### src/rtl/pll_ls_pkg.sv
package pll_ls_pkg;
  localparam int REG_W       = 32;
  localparam int USED_BITS   = 10;
  localparam int BIT_CALPASS = 0;
  localparam int BIT_CALDONE = 1;
  localparam int BIT_LOCF    = 2;
  localparam int BIT_LOCK    = 3;
  localparam int BIT_LOCKS   = 4;
  localparam int BIT_REFSEL  = 5;
  localparam int BIT_PLLSEL  = 6;
  localparam int BIT_MODE    = 7;
  localparam int BIT_LOC     = 8;
  localparam int BIT_LOLF    = 9;

  typedef struct packed {
    logic mode;
    logic pll_sel;
    logic ref_sel;
  } strap_t;
endpackage

### src/rtl/pll_ls_edge.sv
// Registered copy of a level input with rise / fall pulses.
module pll_ls_edge (
  input  logic clk,
  input  logic rst,
  input  logic sig_i,
  output logic sig_q,
  output logic rise_o,
  output logic fall_o
);
  always_ff @(posedge clk) begin
    if (rst) sig_q <= 1'b0;
    else     sig_q <= sig_i;
  end

  assign rise_o = sig_i & ~sig_q;
  assign fall_o = sig_q & ~sig_i;
endmodule

### src/rtl/pll_ls_window.sv
// Tracks the "expected unlock" window.
module pll_ls_window (
  input  logic clk,
  input  logic rst,
  input  logic ratio_wr_i,
  input  logic fm_on_i,
  input  logic lock_rise_i,
  output logic open_q,
  output logic suppress_o
);
  logic strobe;
  assign strobe     = ratio_wr_i | fm_on_i;
  assign suppress_o = open_q | strobe;

  always_ff @(posedge clk) begin
    if (rst)              open_q <= 1'b1;
    else if (strobe)      open_q <= 1'b1;
    else if (lock_rise_i) open_q <= 1'b0;
  end

  // a suppressing pulse leaves the window open next cycle
  a_r5_strobe_opens: assert property (@(posedge clk) disable iff (rst)
    strobe |=> open_q);
  // relock without a new pulse closes the window
  a_r5_relock_closes: assert property (@(posedge clk) disable iff (rst)
    (lock_rise_i && !strobe) |=> !open_q);
endmodule

### src/rtl/pll_ls_flag.sv
// Sticky write-1-to-clear flag; set has priority over clear.
module pll_ls_flag (
  input  logic clk,
  input  logic rst,
  input  logic set_i,
  input  logic clr_i,
  output logic flag_q
);
  always_ff @(posedge clk) begin
    if (rst)        flag_q <= 1'b0;
    else if (set_i) flag_q <= 1'b1;
    else if (clr_i) flag_q <= 1'b0;
  end

  // without a clear the flag holds
  a_r6_sticky: assert property (@(posedge clk) disable iff (rst)
    (flag_q && !clr_i) |=> flag_q);
  // simultaneous set and clear leaves the flag set
  a_r8_set_wins: assert property (@(posedge clk) disable iff (rst)
    (set_i && clr_i) |=> flag_q);
  // a clear with no set drops the flag
  a_r7_clear: assert property (@(posedge clk) disable iff (rst)
    (clr_i && !set_i) |=> !flag_q);
endmodule

### src/rtl/pll_lock_status.sv
module pll_lock_status
  import pll_ls_pkg::*;
#(
  parameter int ADDR_W      = 8,
  parameter int STAT_OFFSET = 4
) (
  input  logic              clk,
  input  logic              rst,
  input  logic [ADDR_W-1:0] bus_addr,
  input  logic              bus_wr,
  input  logic [REG_W-1:0]  bus_wdata,
  output logic [REG_W-1:0]  bus_rdata,
  input  logic              lock_in,
  input  logic              loc_in,
  input  logic              lol_irq_en,
  input  logic              ratio_wr,
  input  logic              fm_on,
  input  logic              strap_mode,
  input  logic              strap_pll_sel,
  input  logic              strap_ref_sel,
  input  logic              cal_done_in,
  input  logic              cal_pass_in,
  output logic              lol_irq_o
);
  localparam logic [ADDR_W-1:0] OFF = STAT_OFFSET[ADDR_W-1:0];

  logic   lock_q, lock_rise, lock_fall;
  logic   loc_q, loc_rise, loc_fall;
  logic   win_open, suppress;
  logic   lolf_q, locf_q;
  logic   locks_q, lost_q;
  logic   sel, wr_hit, lol_set, unexp_fall;
  strap_t strap_q;
  logic [REG_W-1:0] word;

  pll_ls_edge u_lock_edge (
    .clk(clk), .rst(rst), .sig_i(lock_in),
    .sig_q(lock_q), .rise_o(lock_rise), .fall_o(lock_fall));

  pll_ls_edge u_loc_edge (
    .clk(clk), .rst(rst), .sig_i(loc_in),
    .sig_q(loc_q), .rise_o(loc_rise), .fall_o(loc_fall));

  pll_ls_window u_window (
    .clk(clk), .rst(rst), .ratio_wr_i(ratio_wr), .fm_on_i(fm_on),
    .lock_rise_i(lock_rise), .open_q(win_open), .suppress_o(suppress));

  assign sel        = (bus_addr == OFF);
  assign wr_hit     = bus_wr & sel;
  assign unexp_fall = lock_fall & ~suppress;
  assign lol_set    = unexp_fall & lol_irq_en;

  pll_ls_flag u_lol_flag (
    .clk(clk), .rst(rst), .set_i(lol_set),
    .clr_i(wr_hit & bus_wdata[BIT_LOLF]), .flag_q(lolf_q));

  pll_ls_flag u_loc_flag (
    .clk(clk), .rst(rst), .set_i(loc_rise),
    .clr_i(wr_hit & bus_wdata[BIT_LOCF]), .flag_q(locf_q));

  // Sticky lock: first acquisition after reset, lost for good on a real drop
  always_ff @(posedge clk) begin
    if (rst) begin
      locks_q <= 1'b0;
      lost_q  <= 1'b0;
    end else if (unexp_fall) begin
      locks_q <= 1'b0;
      lost_q  <= 1'b1;
    end else if (lock_rise && !lost_q) begin
      locks_q <= 1'b1;
    end
  end

  // Straps are loaded only while reset is held
  always_ff @(posedge clk) begin
    if (rst) strap_q <= '{mode: strap_mode, pll_sel: strap_pll_sel, ref_sel: strap_ref_sel};
  end

  always_comb begin
    word              = '0;
    word[BIT_CALPASS] = cal_pass_in;
    word[BIT_CALDONE] = cal_done_in;
    word[BIT_LOCF]    = locf_q;
    word[BIT_LOCK]    = lock_q;
    word[BIT_LOCKS]   = locks_q;
    word[BIT_REFSEL]  = strap_q.ref_sel;
    word[BIT_PLLSEL]  = strap_q.pll_sel;
    word[BIT_MODE]    = strap_q.mode;
    word[BIT_LOC]     = loc_q;
    word[BIT_LOLF]    = lolf_q;
  end

  always_ff @(posedge clk) begin
    if (rst) bus_rdata <= '0;
    else     bus_rdata <= sel ? word : '0;
  end

  assign lol_irq_o = lolf_q;

  // reserved bits never read as one
  a_r1_reserved_zero: assert property (@(posedge clk) disable iff (rst)
    bus_rdata[REG_W-1:USED_BITS] == '0);
  // no set while the enable is low
  a_r4_needs_enable: assert property (@(posedge clk) disable iff (rst)
    (lock_fall && !lol_irq_en && !lolf_q) |=> !lolf_q);
  // an expected drop never sets the flag
  a_r5_expected_drop: assert property (@(posedge clk) disable iff (rst)
    (lock_fall && suppress && !lolf_q) |=> !lolf_q);
  // read-back of bit 9 follows the flag
  a_r9_readback: assert property (@(posedge clk) disable iff (rst)
    sel |=> (bus_rdata[BIT_LOLF] == $past(lolf_q)));
  // once lost, sticky lock stays low
  a_r11_locks_low: assert property (@(posedge clk) disable iff (rst)
    (lost_q && !locks_q) |=> !locks_q);
  // straps stay fixed outside reset
  a_r12_straps_hold: assert property (@(posedge clk) disable iff (rst)
    !$past(rst) |-> $stable(strap_q));
endmodule

### config.mk
export PLATFORM = sky130hd
export DESIGN_NAME = pll_lock_status
export DESIGN_NICKNAME = d
export VERILOG_FILES = /design/src/rtl/pll_ls_pkg.sv /design/src/rtl/pll_ls_edge.sv /design/src/rtl/pll_ls_window.sv /design/src/rtl/pll_ls_flag.sv /design/src/rtl/pll_lock_status.sv
export SDC_FILE = /design/constraint.sdc
export NUM_CORES = 1
export LEC_CHECK = 0
export ABC_AREA = 0
export ABC_CLOCK_PERIOD_IN_PS = 1500
export BUFFER_PORTS_ARGS = -buffer_cell sky130_fd_sc_hd__buf_2
export CORE_AREA = 2 2 56 58
export DETAILED_ROUTE_END_ITERATION = 10
export DIE_AREA = 0 0 58 60
export PLACE_DENSITY = 0.75
export SYNTH_ARGS = -nofsm -noshare
export SYNTH_HDL_FRONTEND = slang
export SYNTH_SLANG_ARGS = --single-unit
### constraint.sdc
create_clock -name clk -period 1.5 [get_ports clk]
set_input_delay 0.45 -clock clk [delete_from_list [all_inputs] [get_ports clk]]
set_output_delay 0.45 -clock clk [all_outputs]
set_load 0.005 [all_outputs]
== After elaboration in Yosys (flattened, before gate mapping) ==
Cells that the tools add are included.
Operators by class
  equal/unequal tests: 1
  muxes and demuxes: 4
  bitwise gates (word level): 15
  reductions and logical operators: 7
Operator list (number)
  AND 1 bit: 8
  == test 8 x 3 -> 1 bit (second input constant): 1
  OR reduction 2 bit: 3
  inverter 1 bit: 5
  two-way mux 1 bit: 4
  nonzero test 2 bit: 2
  OR 1 bit: 2
  logical AND 1 bit: 1
  logical NOT 1 bit: 1
Storage, ports and cells
  flip-flop bits (word level): 42
  input port bits: 53
  output and inout port bits: 33
  logic and storage cells: 39

== Logic depth before layout (Yosys ltp) ==
Gate-level depths: netlist of the first run.
  word-level depth: 6
  gate-level depth with buffers: 3
  mapped depth without buffers: 3

== Cells and area by module ==
A second synthesis of the first run with hierarchy kept.
Unflattened totals
  cells, all modules: 95
  area total of the unflattened synthesis: 962.2 µm²
By module, submodules not included
  pll_lock_status: times used 1, cells each 74, area an instance 767.0 µm², seq. area each 330.3 µm²
  pll_ls_edge: times used 2, cells each 4, area an instance 38.8 µm², seq. area each 20.0 µm²
  pll_ls_flag: times used 2, cells each 4, area an instance 38.8 µm², seq. area each 20.0 µm²
  pll_ls_window: times used 1, cells each 5, area an instance 40.0 µm², seq. area each 20.0 µm²

== Worst setup path after synthesis of the first run ==
OpenSTA, ideal clock, no wires.
  path kind: input to register
  start: in bus_addr[5]
  end: reg bus_rdata[0]
  library setup time: 0.059 ns
  arrival time: 1.389 ns
  required time: 1.441 ns
  setup slack: 0.052 ns
  stages: 3
  path buffers: 0
  path through: or4_4 nor3_4 and2_1
On the way
  cells in the longest elaborated chain, start to end: 3
RTL lines
  from (decl): RTL line pll_lock_status.sv:9  | input logic [ADDR_W-1:0] bus_addr,
  == test 8 x 3 -> 1 bit: RTL line pll_lock_status.sv:48  | assign sel = (bus_addr == OFF);
  inverter 1 bit (no line)
  OR reduction 2 bit (no line)
  to (signal assigned): RTL line pll_lock_status.sv:95  | else bus_rdata <= sel ? word : '0;
  to (decl): RTL line pll_lock_status.sv:12  | output logic [REG_W-1:0] bus_rdata,
No other way between the ends.
A chain may end at the register's enable or synchronous reset.

== Final worst setup path of the first run ==
Ends and elaborated chain as after synthesis.

==> reports/results.tsv, run 1 <==
metric	value	unit
switching_share	21.42	%
end_kind	flip-flop	
rsz0062_at_grt	no	
synth.area.top_cells	dfxtp_1 42%, buf_4 20%, edfxtp_1 11%	
final_cells	144	
clkSlewWorstSetupHoldPaths	0.10	ns
maxCapViolCount	0	
setup_viol	0	
numPortBuffers	33	
p_leak	0.0004813	uW
coreArea	2903	um2
switching_power	187.1	uW
power.total	873.4	uW
path_class	primary input to flip-flop	
grt_use_total	7.342	%
intPower	686.4	uW
p_seq_share	64.5	%
hold_viol_final	0	
p_clk_share	27.8	%
post_cts_resized	0	
die_width	58	um
crit_path_max_fanout	10	
wl	1.285	mm
vias	559	
grt_max_degree	12	
ctsHoldBuffers	0	
syn_area_per_cell	10.89	um2
timing.hold.ws	0.3272	ns
cts_setup_buffers	0	
ys_warn_count	0	
dp_cells	140	
required	1.74	ns
clockBufferDepth	2	
hold_end	strap_q[0]$_DFFE_PP_	
rr_endpoint	u_window.open_q$_SDFFE_PP1N_	
detail-route-antenna-nets	0	
yosysSeqAreaShare	52.68	%
start_kind	primary input	
reg2regPathDepth	2	
ys_types	20	
hold_path.class	primary input to flip-flop	
p_per_area	906.6	nW/um2
hold_depth	1	
drt_iter0_drc	4	
finalClockSkew	0.003275	ns
drive_gt1_share	35.14	%
dr.pass1.iters	2	
r2r_start	u_lock_edge.sig_q$_SDFF_PP0_	
pwr-share-comb	7.6	%
r2r_slack	0.45	ns
arrival	1.58	ns
syn_inst	75	
syn_area	817.0	um2
antenna_found_initial	0	
clockRootBuffer	clkbuf_4	
avgRoutedWirePerCell	8.924	um
start_util	28.15	%
die_height	60	um
drv_slew	0	
tritoncts	yes	
period_needed	1.343	ns
diodes	0	
setup_ws	0.1572	ns
area_delta_synth_final	17.92	%
via_per_inst	3.882	
globalplace.congestion	0.6857	
drc_errors	0	
h-tree-depth	1	
vdd_drop_max	603.1	uV
nets	165	
die_area	3480	um2
ioPinCount	86	
grt_overflow	0	
max_freq	744.7	MHz
rows	20	
grt_pass1_wl	1.952	mm
hpwlAfterDp	1.091	mm
synth.largest_area_cell	dfxtp_1	
numCtsBuffers	3	
cts_sinks	20	
grt_pass1_vias	508	
synth_top_area_share	41.65	%
period_share	89.52	%
status	complete, no violations	
hold_path_startpoint	strap_ref_sel	
final_util	33.19	%
insertion_delay	0.29	ns
synth-seq-cells	20	
place_ws	-0.1719	ns
[synth_stat cells]
library cell	count
or4_4	1
buf_4	22
edfxtp_1	3
nor3_4	1
a21oi_1	2
o31ai_1	2
a31oi_1	1
nand4_1	1
dfxtp_1	17
o21bai_1	1
conb_1	1
and3b_1	1
and2_1	10
nand3_1	1
or4b_4	1
nand2_1	2
nor2b_1	2
nor2_1	3
nand2b_1	2
a2111o_1	1
[state kept, by name, summed over array words and instances, names as in the netlist]
signal / count
bus_rdata: 10
locks_q: 1
lost_q: 1
strap_q: 3
u_loc_edge.sig_q: 1
u_loc_flag.flag_q: 1
u_lock_edge.sig_q: 1
u_lol_flag.flag_q: 1
u_window.open_q: 1
[stage by stage]
step	TNS (ns)	cell area [um2]
floorplan	0	895.9
global placement	-1.713	937.1
detailed placement	-1.746	937.1
CTS	0	963.4
global route	0	963.4
finish	0	963.4
[placed cells by master (no fill, tap or decap), types with 3 or more instances in the layout]
| cell type | Yosys | final |
|---|---|---|
| edfxtp_1 | 3 | 3 |
| nor2_1 | 3 | 3 |
| conb_1 | 1 | 22 |
| dfxtp_1 | 17 | 17 |
| buf_2 | 0 | 33 |
| and2_1 | 10 | 10 |
| clkbuf_4 | 0 | 3 |
[worst max-delay path, cell delays in order]
cell	delay, ns
buf_2	0.09
or4_4	0.55
nor3_4	0.30
and2_1	0.18
[area by class of cell]
type	count	area (um2)
fill	311	1939
sequential	20	430.4
multi-input combinational	54	300.3
timing repair buffer	33	165.2
tap	33	41.29
clock buffer	3	22.52
clock inverter	1	3.754
[how the worst max path moves through the flow]
stage                            from  depth (start not counted)  slack [ns]                       to
after floorplan           bus_addr[5]                          3        0.05  bus_rdata[0]$_SDFF_PP0_
after global placement    bus_addr[5]                          4       -0.16  bus_rdata[6]$_SDFF_PP0_
after detailed placement  bus_addr[5]                          4       -0.17  bus_rdata[0]$_SDFF_PP0_
after CTS                 bus_addr[5]                          4        0.13  bus_rdata[0]$_SDFF_PP0_
after global routing      bus_addr[5]                          4        0.09  bus_rdata[0]$_SDFF_PP0_
final                     bus_addr[5]                          4        0.16  bus_rdata[0]$_SDFF_PP0_
[cells by family after synthesis]
| logic type | Yosys count | share of synthesized area, % |
|---|---|---|
| AOI/OAI and AO/OA | 7 | 6.126 |
| buffers and inverters | 22 | 20.21 |
| DFF | 20 | 52.68 |
| other | 1 | 0.4590 |
| and+or+nand+nor | 25 | 20.52 |
[power by group through the flow]
| stage | Sequential [uW] | Combinational (uW) | Clock [uW] |
|---|---|---|---|
| 5_1_grt | 566 | 76.9 | 282 |
| 3_5_place_dp | 576 | 65.8 | 0 |
| 4_1_cts | 564 | 66.3 | 254 |
| 3_3_place_gp | 576 | 63.9 | 0 |
| 2_1_floorplan | 575 | 71.0 | 0 |
| 6_report | 564 | 66.7 | 243 |
[routing by layer]
metal	GRT usage [%]	routed length (um)
met5	0	0
met4	3.987	17
met3	1.515	151
met2	15.26	680
met1	6.391	437
Note: power is estimated with default switching activity, not from simulation.
==> inputs of run 2 (changes only) <==
GPL_TIMING_DRIVEN = 0   (was unset)
==> reports/results.tsv, run 2 (same netlist as run 1, synthesis figures left out) <==
metric	value	unit	change
status	complete, no violations		
fin_area	1139	um2	+18%
grt_use_total	8.909	%	+1.6 points
intPower	773.5	uW	+13%
final_cells	166		+15%
finalClockSkew	0.001975	ns	-0.001300 ns
numPortBuffers	33		unchanged
hold_end	strap_q[1]$_DFFE_PP_		
grt_max_degree	12		unchanged
grt_pass1_wl	2.387	mm	+22%
required	1.74	ns	about the same
period_share	89.52	%	about the same
ioPinCount	86		unchanged
maxCapViolCount	0		unchanged
detail-route-antenna-nets	0		unchanged
setup-tns-final	0	ns	unchanged
post_cts_resized	0		unchanged
clkSlewWorstSetupHoldPaths	0.10	ns	about the same
start_util	28.15	%	unchanged
path_class	primary input to flip-flop		
r2r_start	u_lock_edge.sig_q$_SDFF_PP0_		
rows	20		unchanged
end_kind	flip-flop		
globalplace.congestion	0.6974		+1.7%
hold_depth	1		unchanged
seqCellArea	430.4	um2	unchanged
hold_viol_final	0		unchanged
cts_setup_buffers	0		unchanged
vias	623		+11%
switching_share	20.26	%	-1.2 points
nets	187		+13%
switching_power	196.5	uW	+5.0%
die_height	60	um	unchanged
arrival	1.59	ns	about the same
coreArea	2903	um2	unchanged
final_common_cell	buf_2		
drt_iter0_drc	8		+4
crit_path_max_fanout	10		unchanged
hold_path.class	primary input to flip-flop		
multiInputGateArea	300.3	um2	unchanged
fillers	297		-4.5%
setup_viol	0		unchanged
p_per_area	851.9	nW/um2	-6.0%
dr.pass1.iters	2		unchanged
via_per_inst	3.753		-3.3%
max_freq	744.7	MHz	about the same
clockRootBuffer	clkbuf_4		
cts_sinks	20		unchanged
p_seq_share	58.1	%	-6.4 points
grt_pass1_vias	630		+24%
die_area	3480	um2	unchanged
period_needed	1.343	ns	+0.00004400 ns
rsz0062_at_grt	no		
largest_register	bus_rdata		
r2r_slack	0.47	ns	+0.02 ns
largest_register_ffs	10		unchanged
p_leak	0.0006070	uW	+26%
hpwlAfterDp	1.232	mm	+13%
insertion_delay	0.29	ns	about the same
drive_gt1_share	46.62	%	+11 points
p_clk_share	30.4	%	+2.6 points
dp_cells	162		+16%
drv_slew	0		unchanged
final_cell_mix	33 x buf_2, 22 x buf_4, 22 x conb_1		
hold_path_startpoint	strap_pll_sel		
rr_endpoint	u_window.open_q$_SDFFE_PP1N_		
pwr-share-comb	11.4	%	+3.8 points
reg2regPathDepth	2		unchanged
die_width	58	um	unchanged
ctsHoldBuffers	0		unchanged
antenna_found_initial	0		unchanged
power.total	970.0	uW	+11%
postPlaceCellArea	1102	um2	+18%
start_kind	primary input		
avgRoutedWirePerCell	8.518	um	-4.5%
top_regs	bus_rdata (10), strap_q (3)		
clockBufferDepth	2		unchanged
vdd_drop_max	575.3	uV	-4.6%
wl	1.414	mm	+10%
numCtsBuffers	3		unchanged
tritoncts	yes		
diodes	0		unchanged
timing.hold.ws	0.3323	ns	+0.005146 ns
area_delta_synth_final	39.36	%	
h-tree-depth	1		unchanged
grt_overflow	0		unchanged
drc_errors	0		unchanged
[run 2: changes by cell type in the layout (fill, tap and decap cells not counted), sizes merged]
cell,change
buf,+22
clkbuf,+1
clkinv,-1
[run 2: worst max-delay path by stage]
stage	from	to	slack, ns	depth (start not counted)
6_report	bus_addr[5]	bus_rdata[1]$_SDFF_PP0_	0.16	4
5_1_grt	bus_addr[5]	bus_rdata[1]$_SDFF_PP0_	0.08	4
2_1_floorplan	bus_addr[5]	bus_rdata[0]$_SDFF_PP0_	0.05	3
3_5_place_dp	bus_addr[5]	bus_rdata[1]$_SDFF_PP0_	-0.19	4
3_3_place_gp	bus_addr[5]	bus_rdata[6]$_SDFF_PP0_	-0.16	4
4_1_cts	bus_addr[5]	bus_rdata[1]$_SDFF_PP0_	0.12	4
[run 2: layout make-up]
| cell class | instances | share of cell area, % |
|---|---|---|
| plain buffers | 22 | 14.51 |
| clock buffers | 4 | 3.187 |
| multi-input cells | 54 | 26.37 |
| flip-flops and latches | 20 | 37.80 |
| well taps | 33 | 3.626 |
| repair buffers | 33 | 14.51 |
[run 2: through the flow]
| step | worst slack (ns) | utilization (%) |
|---|---|---|
| floorplan | 0.05215 | - |
| global placement | -0.1561 | 37.97 |
| detailed placement | -0.1898 | 37.97 |
| CTS | 0.1226 | 39.22 |
| global route | 0.08434 | 39.22 |
| finish | 0.1572 | 39.22 |
[run 2: power by group through the flow]
stage	Sequential (uW)	Combinational [uW]	Clock (uW)
2_1_floorplan	575	71.0	0
3_3_place_gp	576	105	0
3_5_place_dp	576	109	0
4_1_cts	564	109	305
5_1_grt	566	126	333
6_report	564	111	295
[run 2: critical path, cell delays in order]
cell and delay (ns):
buf_2 0.09, or4_4 0.55, nor3_4 0.31, and2_1 0.18
[run 2: layer usage]
metal / wire, um / track usage, %
met1: 505 / 8.443
met2: 698 / 17.21
met3: 163 / 1.732
met4: 45 / 5.980
met5: 0 / 0
